--- config.mk ---
export PLATFORM = sky130hd
export DESIGN_NAME = wdt_seq_top
export DESIGN_NICKNAME = d
export VERILOG_FILES = /design/src/rtl/wdt_seq_pkg.sv /design/src/rtl/wdt_unlock.sv /design/src/rtl/wdt_count.sv /design/src/rtl/wdt_pulse.sv /design/src/rtl/wdt_seq_top.sv
export SDC_FILE = /design/constraint.sdc
export NUM_CORES = 1
export LEC_CHECK = 0
export ABC_AREA = 1
export BUFFER_PORTS_ARGS = -buffer_cell sky130_fd_sc_hd__buf_2
export CORE_ASPECT_RATIO = 1.25
export CORE_MARGIN = 2
export CORE_UTILIZATION = 53
export CTS_BUF_LIST = sky130_fd_sc_hd__clkbuf_8
export CTS_CLUSTER_DIAMETER = 40
export CTS_CLUSTER_SIZE = 30
export DETAILED_ROUTE_END_ITERATION = 6
export GPL_TIMING_DRIVEN = 0
export PLACE_DENSITY = 0.81
export RECOVER_POWER = 50
export SLEW_MARGIN = 10
export SYNTH_ARGS = -nofsm -noshare
export SYNTH_HDL_FRONTEND = slang
export SYNTH_HIERARCHICAL = 1
export SYNTH_SLANG_ARGS = --single-unit
--- constraint.sdc ---
create_clock -name clk -period 2.3 [get_ports clk]
set_input_delay 0.23 -clock clk [delete_from_list [all_inputs] [get_ports clk]]
set_output_delay 0.23 -clock clk [all_outputs]
set_load 0.05 [all_outputs]
--- src/rtl/wdt_seq_pkg.sv ---
package wdt_seq_pkg;
  localparam int          DEF_CNT_W     = 14;
  localparam int          DEF_PULSE_LEN = 96;
  localparam logic [7:0]  DEF_SFR_ADDR  = 8'hA6;
  localparam logic [7:0]  DEF_KEY_A     = 8'h1E;
  localparam logic [7:0]  DEF_KEY_B     = 8'hE1;

  typedef enum logic {
    SEQ_IDLE = 1'b0,
    SEQ_HALF = 1'b1
  } seq_state_e;
endpackage

--- src/rtl/wdt_unlock.sv ---
module wdt_unlock
  import wdt_seq_pkg::*;
#(
  parameter int              ADDR_W   = 8,
  parameter int              DATA_W   = 8,
  parameter logic [ADDR_W-1:0] SFR_ADDR = DEF_SFR_ADDR,
  parameter logic [DATA_W-1:0] KEY_A    = DEF_KEY_A,
  parameter logic [DATA_W-1:0] KEY_B    = DEF_KEY_B
) (
  input  logic              clk,
  input  logic              rst_n,
  input  logic              flush,
  input  logic              we,
  input  logic [ADDR_W-1:0] addr,
  input  logic [DATA_W-1:0] wdata,
  output logic              key_hit
);
  seq_state_e state_q;
  logic       sel;

  assign sel = we && (addr == SFR_ADDR);

  // only writes to the key address move the sequence
  always_ff @(posedge clk or negedge rst_n) begin
    if (!rst_n) begin
      state_q <= SEQ_IDLE;
    end else if (flush) begin
      state_q <= SEQ_IDLE;
    end else if (sel) begin
      state_q <= (wdata == KEY_A) ? SEQ_HALF : SEQ_IDLE;
    end
  end

  assign key_hit = !flush && sel && (wdata == KEY_B) && (state_q == SEQ_HALF);
endmodule

--- src/rtl/wdt_count.sv ---
module wdt_count #(
  parameter int CNT_W = 14
) (
  input  logic             clk,
  input  logic             rst_n,
  input  logic             flush,
  input  logic             restart,
  input  logic             tick,
  output logic             en,
  output logic [CNT_W-1:0] cnt,
  output logic             wrap
);
  localparam logic [CNT_W-1:0] CNT_MAX = {CNT_W{1'b1}};

  logic             en_q;
  logic [CNT_W-1:0] cnt_q;

  // the restart has priority over an overflowing tick
  assign wrap = en_q && tick && !restart && !flush && (cnt_q == CNT_MAX);

  always_ff @(posedge clk or negedge rst_n) begin
    if (!rst_n) begin
      en_q  <= 1'b0;
      cnt_q <= '0;
    end else if (flush) begin
      en_q  <= 1'b0;
      cnt_q <= '0;
    end else if (restart) begin
      en_q  <= 1'b1;
      cnt_q <= '0;
    end else if (en_q && tick) begin
      cnt_q <= cnt_q + 1'b1;
    end
  end

  assign en  = en_q;
  assign cnt = cnt_q;
endmodule

--- src/rtl/wdt_pulse.sv ---
module wdt_pulse #(
  parameter int PULSE_LEN = 96
) (
  input  logic clk,
  input  logic rst_n,
  input  logic fire,
  output logic active
);
  localparam int PW = $clog2(PULSE_LEN + 1);
  localparam logic [PW-1:0] LOAD = PW'(PULSE_LEN);

  logic [PW-1:0] rem_q;

  always_ff @(posedge clk or negedge rst_n) begin
    if (!rst_n) begin
      rem_q <= '0;
    end else if (fire) begin
      rem_q <= LOAD;
    end else if (rem_q != '0) begin
      rem_q <= rem_q - 1'b1;
    end
  end

  assign active = (rem_q != '0);
endmodule

--- src/rtl/wdt_seq_top.sv ---
module wdt_seq_top
  import wdt_seq_pkg::*;
#(
  parameter int         CNT_W     = DEF_CNT_W,
  parameter int         PULSE_LEN = DEF_PULSE_LEN,
  parameter logic [7:0] SFR_ADDR  = DEF_SFR_ADDR,
  parameter logic [7:0] KEY_A     = DEF_KEY_A,
  parameter logic [7:0] KEY_B     = DEF_KEY_B
) (
  input  logic       clk,
  input  logic       rst_n,
  input  logic [7:0] sfr_addr,
  input  logic [7:0] sfr_wdata,
  input  logic       sfr_we,
  input  logic       cyc_tick,
  output logic       rst_out
);
  logic             key_hit;
  logic             wd_en;
  logic [CNT_W-1:0] wd_cnt;
  logic             wd_wrap;
  logic             pulse_on;

  wdt_unlock #(
    .ADDR_W(8), .DATA_W(8),
    .SFR_ADDR(SFR_ADDR), .KEY_A(KEY_A), .KEY_B(KEY_B)
  ) u_unlock (
    .clk(clk), .rst_n(rst_n), .flush(pulse_on),
    .we(sfr_we), .addr(sfr_addr), .wdata(sfr_wdata),
    .key_hit(key_hit)
  );

  wdt_count #(.CNT_W(CNT_W)) u_count (
    .clk(clk), .rst_n(rst_n), .flush(pulse_on),
    .restart(key_hit), .tick(cyc_tick),
    .en(wd_en), .cnt(wd_cnt), .wrap(wd_wrap)
  );

  wdt_pulse #(.PULSE_LEN(PULSE_LEN)) u_pulse (
    .clk(clk), .rst_n(rst_n), .fire(wd_wrap), .active(pulse_on)
  );

  assign rst_out = pulse_on;
endmodule

# After elaboration in Yosys (flattened, before gate mapping)
# Cells that the tools add are included.
# totals
register_bits	23
input_bits	20
out_inout_bits	1
word_cells	35
# op_classes
add_sub_neg	2
n_eq_ne	4
n_mux	10
reduce_logical	15
# ops
operator	count
$mux W14	3
$eq A8 B8 Y1 const B	2
$add A14 B1 Y14 const B	1
$eq A14 B14 Y1 const B	1
$mux W7	2
$eq A8 B5 Y1 const B	1
$logic_and A1 B1 Y1	8
$reduce_bool A7 Y1	1
$sub A7 B1 Y7 const B	1
$reduce_bool A2 Y1	3
$mux W1	5
$reduce_bool A3 Y1	1
$logic_not A1 Y1	2

# Depth between registers and ports, before layout
# logic_depth
depth_word	10
depth_mapped	14
ltp_nobuf	14

# By module
# Netlist, hierarchy kept.
# modules_own_cells
mod	n_inst	cells_per_inst	area_each_um2
wdt_count	1	104	817.0
wdt_pulse	1	50	397.9
wdt_unlock	1	32	166.4

# Worst setup path after synthesis
# OpenSTA, ideal clock, no wires.
# synth_timing
path_kind	reg-to-reg
from	reg u_pulse.rem_q[0]
to	reg u_pulse.rem_q[0]
setup_ps	118
arrival_ps	2215
path_slack_ps	-33
stages_incl_launch_ff	15
path_buffers	0
synth_period_minus_slack_ps	2333
cell_sequence	dfrtp_1 -> inv_1 -> ha_1 -> inv_2 -> nor2_4 -> nand3_4 -> nor2_1 -> nand3_1 -> nor3_2 -> nor2_1 -> nand2_1 -> nor3_1 -> inv_4 -> nand3_1 -> nand2_1
# synth_between
elab_chain_cells	10
# synth_lines
element	line	source
from (decl)	wdt_pulse.sv:12	logic [PW-1:0] rem_q;
from (signal assigned)	wdt_pulse.sv:20	rem_q <= rem_q - 1'b1;
$reduce_bool A7 Y1 *	wdt_pulse.sv:24	assign active = (rem_q != '0);
via rst_out	wdt_seq_top.sv:16	output logic rst_out
$logic_not A1 Y1 *	wdt_unlock.sv:34	assign key_hit = !flush && sel && (wdata == KEY_B) && (state_q == SEQ_HALF);
$logic_and A1 B1 Y1 * (3 in a row)	wdt_unlock.sv:34	
via key_hit	wdt_seq_top.sv:18	logic key_hit;
$logic_not A1 Y1 *	wdt_count.sv:19	assign wrap = en_q && tick && !restart && !flush && (cnt_q == CNT_MAX);
$logic_and A1 B1 Y1 * (3 in a row)	wdt_count.sv:19	
via wd_wrap	wdt_seq_top.sv:21	logic wd_wrap;
$mux W7 or $reduce_bool A2 Y1 (tied branches)	--	
# The timed path passes the listed nets; every way through them passes the cells marked *. The select of a mux whose other input is x is not followed.
# A chain may end at the register's enable or synchronous reset.

# Worst setup path in the final report
# layout_timing
from	reg u_pulse.rem_q[0]
to	reg u_pulse.rem_q[4]
# layout_between
elab_chain_cells	10
# layout_lines
element	line
$reduce_bool A7 Y1 *	wdt_pulse.sv:24
$logic_not A1 Y1 *	wdt_unlock.sv:34
$logic_and A1 B1 Y1 * (3 in a row)	wdt_unlock.sv:34
via key_hit	wdt_seq_top.sv:18
$logic_not A1 Y1 *	wdt_count.sv:19
$logic_and A1 B1 Y1 * (3 in a row)	wdt_count.sv:19
via wd_wrap	wdt_seq_top.sv:21
$mux W7 or $reduce_bool A2 Y1 (tied branches)	--
# Marks and branches as above.

==> results by group <==
Detailed routing
  • Post-route DRC: 0
  • DRT Wirelength: 2.69 mm
  • Vias/cell: 5.09
  • Wire per inst: 11.0 um
  • DR vias: 1243
  • Antenna viol nets, final: 0
  • Detailed Route Iter0 Violations: 37
  • Drt pass-1 iters: 5

Timing
  • Slew @ Worst Pin: 1.27 ns
  • Final period util: 91.2%
  • Final-report hold violation count: 0
  • Fin. max-slew vios: 0
  • Clk_skew: 0.00493 ns
  • Period minus WS final: 2.10 ns
  • Setup violators final: 0
  • Hold_ws: 0.345 ns
  • F_max: 477 MHz
  • RSZ-0062 raised after global routing: no
  • Relative slew slack: 15.1%

Worst setup path
  • Reg2reg setup slack: 0.20 ns
  • Critical Path AT: 2.28 ns
  • Worst Path Required: 2.48 ns
  • CP max FO: 12
  • CP Capture Type: flop
  • Critical path launch point type: flop
  • Critical path's top delay family: simple AND/OR/NAND/NOR gates
  • Slowest stage delay, CP: 0.39 ns
  • Worst path buffer plus inverter count: 3
  • Cell Chain, Critical Path: inv_2 > ha_4 > inv_2 > nor2_4 > nand3_4 > nor2_1 > nand3_1 > nor3_2 > nor2_2 > nand2_1 > nor3_4 > inv_4 > nand3_1 > nor2_1
  • Worst path slowest cell: dfrtp_1
  • Crit Path Class: flop to flop

Job
  • Max-cap violations: 0

Clock tree
  • Clock-pin slew on the worst setup and hold paths: 0.08 ns
  • CTS HTree Levels: 1
  • CTS tree: built
  • Clock Sink Count: 23
  • Root Buffer: clkbuf_8
  • Clock Path Buffers: 2
  • Worst skew pair latency: 0.26 ns
  • CTS Buf Count: 3

Cells and area
  • Ant diodes: 0
  • Fillers: 209
  • Final core occ: 65.4%
  • Area grow syn2layout: 16.0%
  • FF/Latch Area: 576 um2
  • Multi-input gate area: 701 um2
  • Final instance area: 1600 um2
  • Layout Nets: 234
  • Commonest non-fill, non-tap cell in the layout: nand2_1
  • Share of post-route cells with drive strength above 1: 22.7%
  • Most frequent cells in the layout: nand2_1 (45), inv_1 (29), dfrtp_1 (23)

Logic synthesis
  • Syn_area_per_cell: 7.43 um2
  • Ys async rst share: 100%
  • Ys flop type: dfrtp_1
  • Mapped Area: 1380 um2
  • Net Count, Synth: 208
  • Yosys reg bits: 23
  • Synth unique cells: 24
  • Sequential area share after synthesis: 41.7%
  • EDFF count, synth: 0
  • YS warnings: 6
  • Mapped Cells: 186

GRT
  • Largest net degree at the start of global routing: 24
  • Total track usage: 20.9%
  • First-pass GRT wire length: 4.85 mm
  • Vias in the first global route: 1238
  • Initial antenna violation count: 0
  • GRT overflow: 0

Place
  • PortBufs: 20
  • Placed cell areas: 1530 um2
  • Hpwl dp: 2.08 mm
  • Placer congestion estimate: 0.810

Die
  • Initial Util: 56.3%
  • Row count: 20
  • Core ar.: 2450 um2
  • Die Width: 49.7 um
  • Area of the die: 3030 um2
  • # IOs: 21
  • Die Ht: 61.1 um

Pwr
  • Lkg Pwr: 0.802 nW
  • Power per cell area: 421 nW/um2
  • Maximum vdd drop: 0.385 mV

Hold path
  • HP Class: input port to flop

Run status
  • Run status: complete, no violations
worst register-to-register path, cell delays in order (launching register included):
cell     delay, ns
dfrtp_1       0.39
inv_2         0.10
ha_4          0.17
inv_2         0.05
nor2_4        0.09
nand3_4       0.17
nor2_1        0.15
nand3_1       0.10
nor3_2        0.22
nor2_2        0.10
nand2_1       0.13
nor3_4        0.08
inv_4         0.09
nand3_1       0.07
nor2_1        0.11
metrics by stage:
stage	total power (W)	setup TNS, ns	setup WS (ns)	std cells
after CTS	0.000686	0	0.0503	244
after global routing	0.000711	0	0.00944	244
final	0.000675	0	0.203	244
after global placement	0.000444	-0.166	-0.0453	239
after floorplan	0.000420	0	0.122	186
after detailed placement	0.000446	-0.196	-0.0561	239
per-layer routing:
metal / vias up / global-route usage [%] / part of all wire [%]
li1: 637 / - / -
met1: 576 / 20.6 / 40
met2: 25 / 43.4 / 56
met3: 5 / 2.43 / 3.0
met4: 0 / 9.52 / 1.2
met5: - / 0 / 0
kinds of logic (layout without fill, tap and decap cells):
family,count (synthesis),in the layout,share of synthesized area (%)
AND/OR/NAND/NOR,111,111,40.7
buffers and inverters,33,58,9.51
AO/OA/AOI/OAI,17,17,6.34
adder cells (fa/ha/maj),2,2,1.81
flip-flops,23,23,41.7
sequential cells by signal, summed over array words and instances, names as in the netlist:
signal	cells
u_count/cnt	14
u_unlock/state_q	1
u_pulse/rem_q	7
u_count/en	1
cell usage after synthesis, types with 2 or more instances:
library cell	instances	share of area (%)
dfrtp_1	23	42
nor2_1	22	6.0
nor3_2	2	1.4
nand2_2	2	0.91
ha_1	2	1.8
a21oi_1	8	2.9
nand2_1	45	12
inv_1	29	7.9
nand3_1	20	7.2
nor2_2	5	2.3
nand4_1	5	2.3
nor2_4	4	3.3
o21ai_0	8	2.9
power breakdown:
part / switching (W) / internal, W
combinational: 0.0000187 / 0.0000155
clock: 0.000118 / 0.000119
sequential: 0 / 0.000404
total: 0.000137 / 0.000538
final timing paths:
check,from,end,cells past startpoint
worst max-delay path,u_pulse/rem_q[0],u_pulse/rem_q[4],14
worst min-delay path,sfr_addr[6],u_unlock/state_q,5
worst max register to register,u_pulse/rem_q[0],u_pulse/rem_q[4],14
worst min register to register,u_pulse/rem_q[0],u_pulse/rem_q[0],2
max in group asynchronous,rst_n,u_count/cnt[6],2
min in group asynchronous,rst_n,u_unlock/state_q,2
area by class of cell:
class	instances	area share [%]
clock inverters	1	0.234
multi-input cells	130	43.7
clock buffers	3	2.58
flip-flops and latches	23	35.9
well taps	33	2.58
repair buffers	21	6.79
plain buffers	1	0.468
inverters	32	7.73
what timing repair did:
action                                  in CTS  in global routing
hold buffers                                 1                  0
endpoints found under the hold margin       23                  0
endpoints found under the setup margin       5                 14
resized for setup                            2                  3
setup buffers                                0                  0
Power figures use the tool's default switching activity.
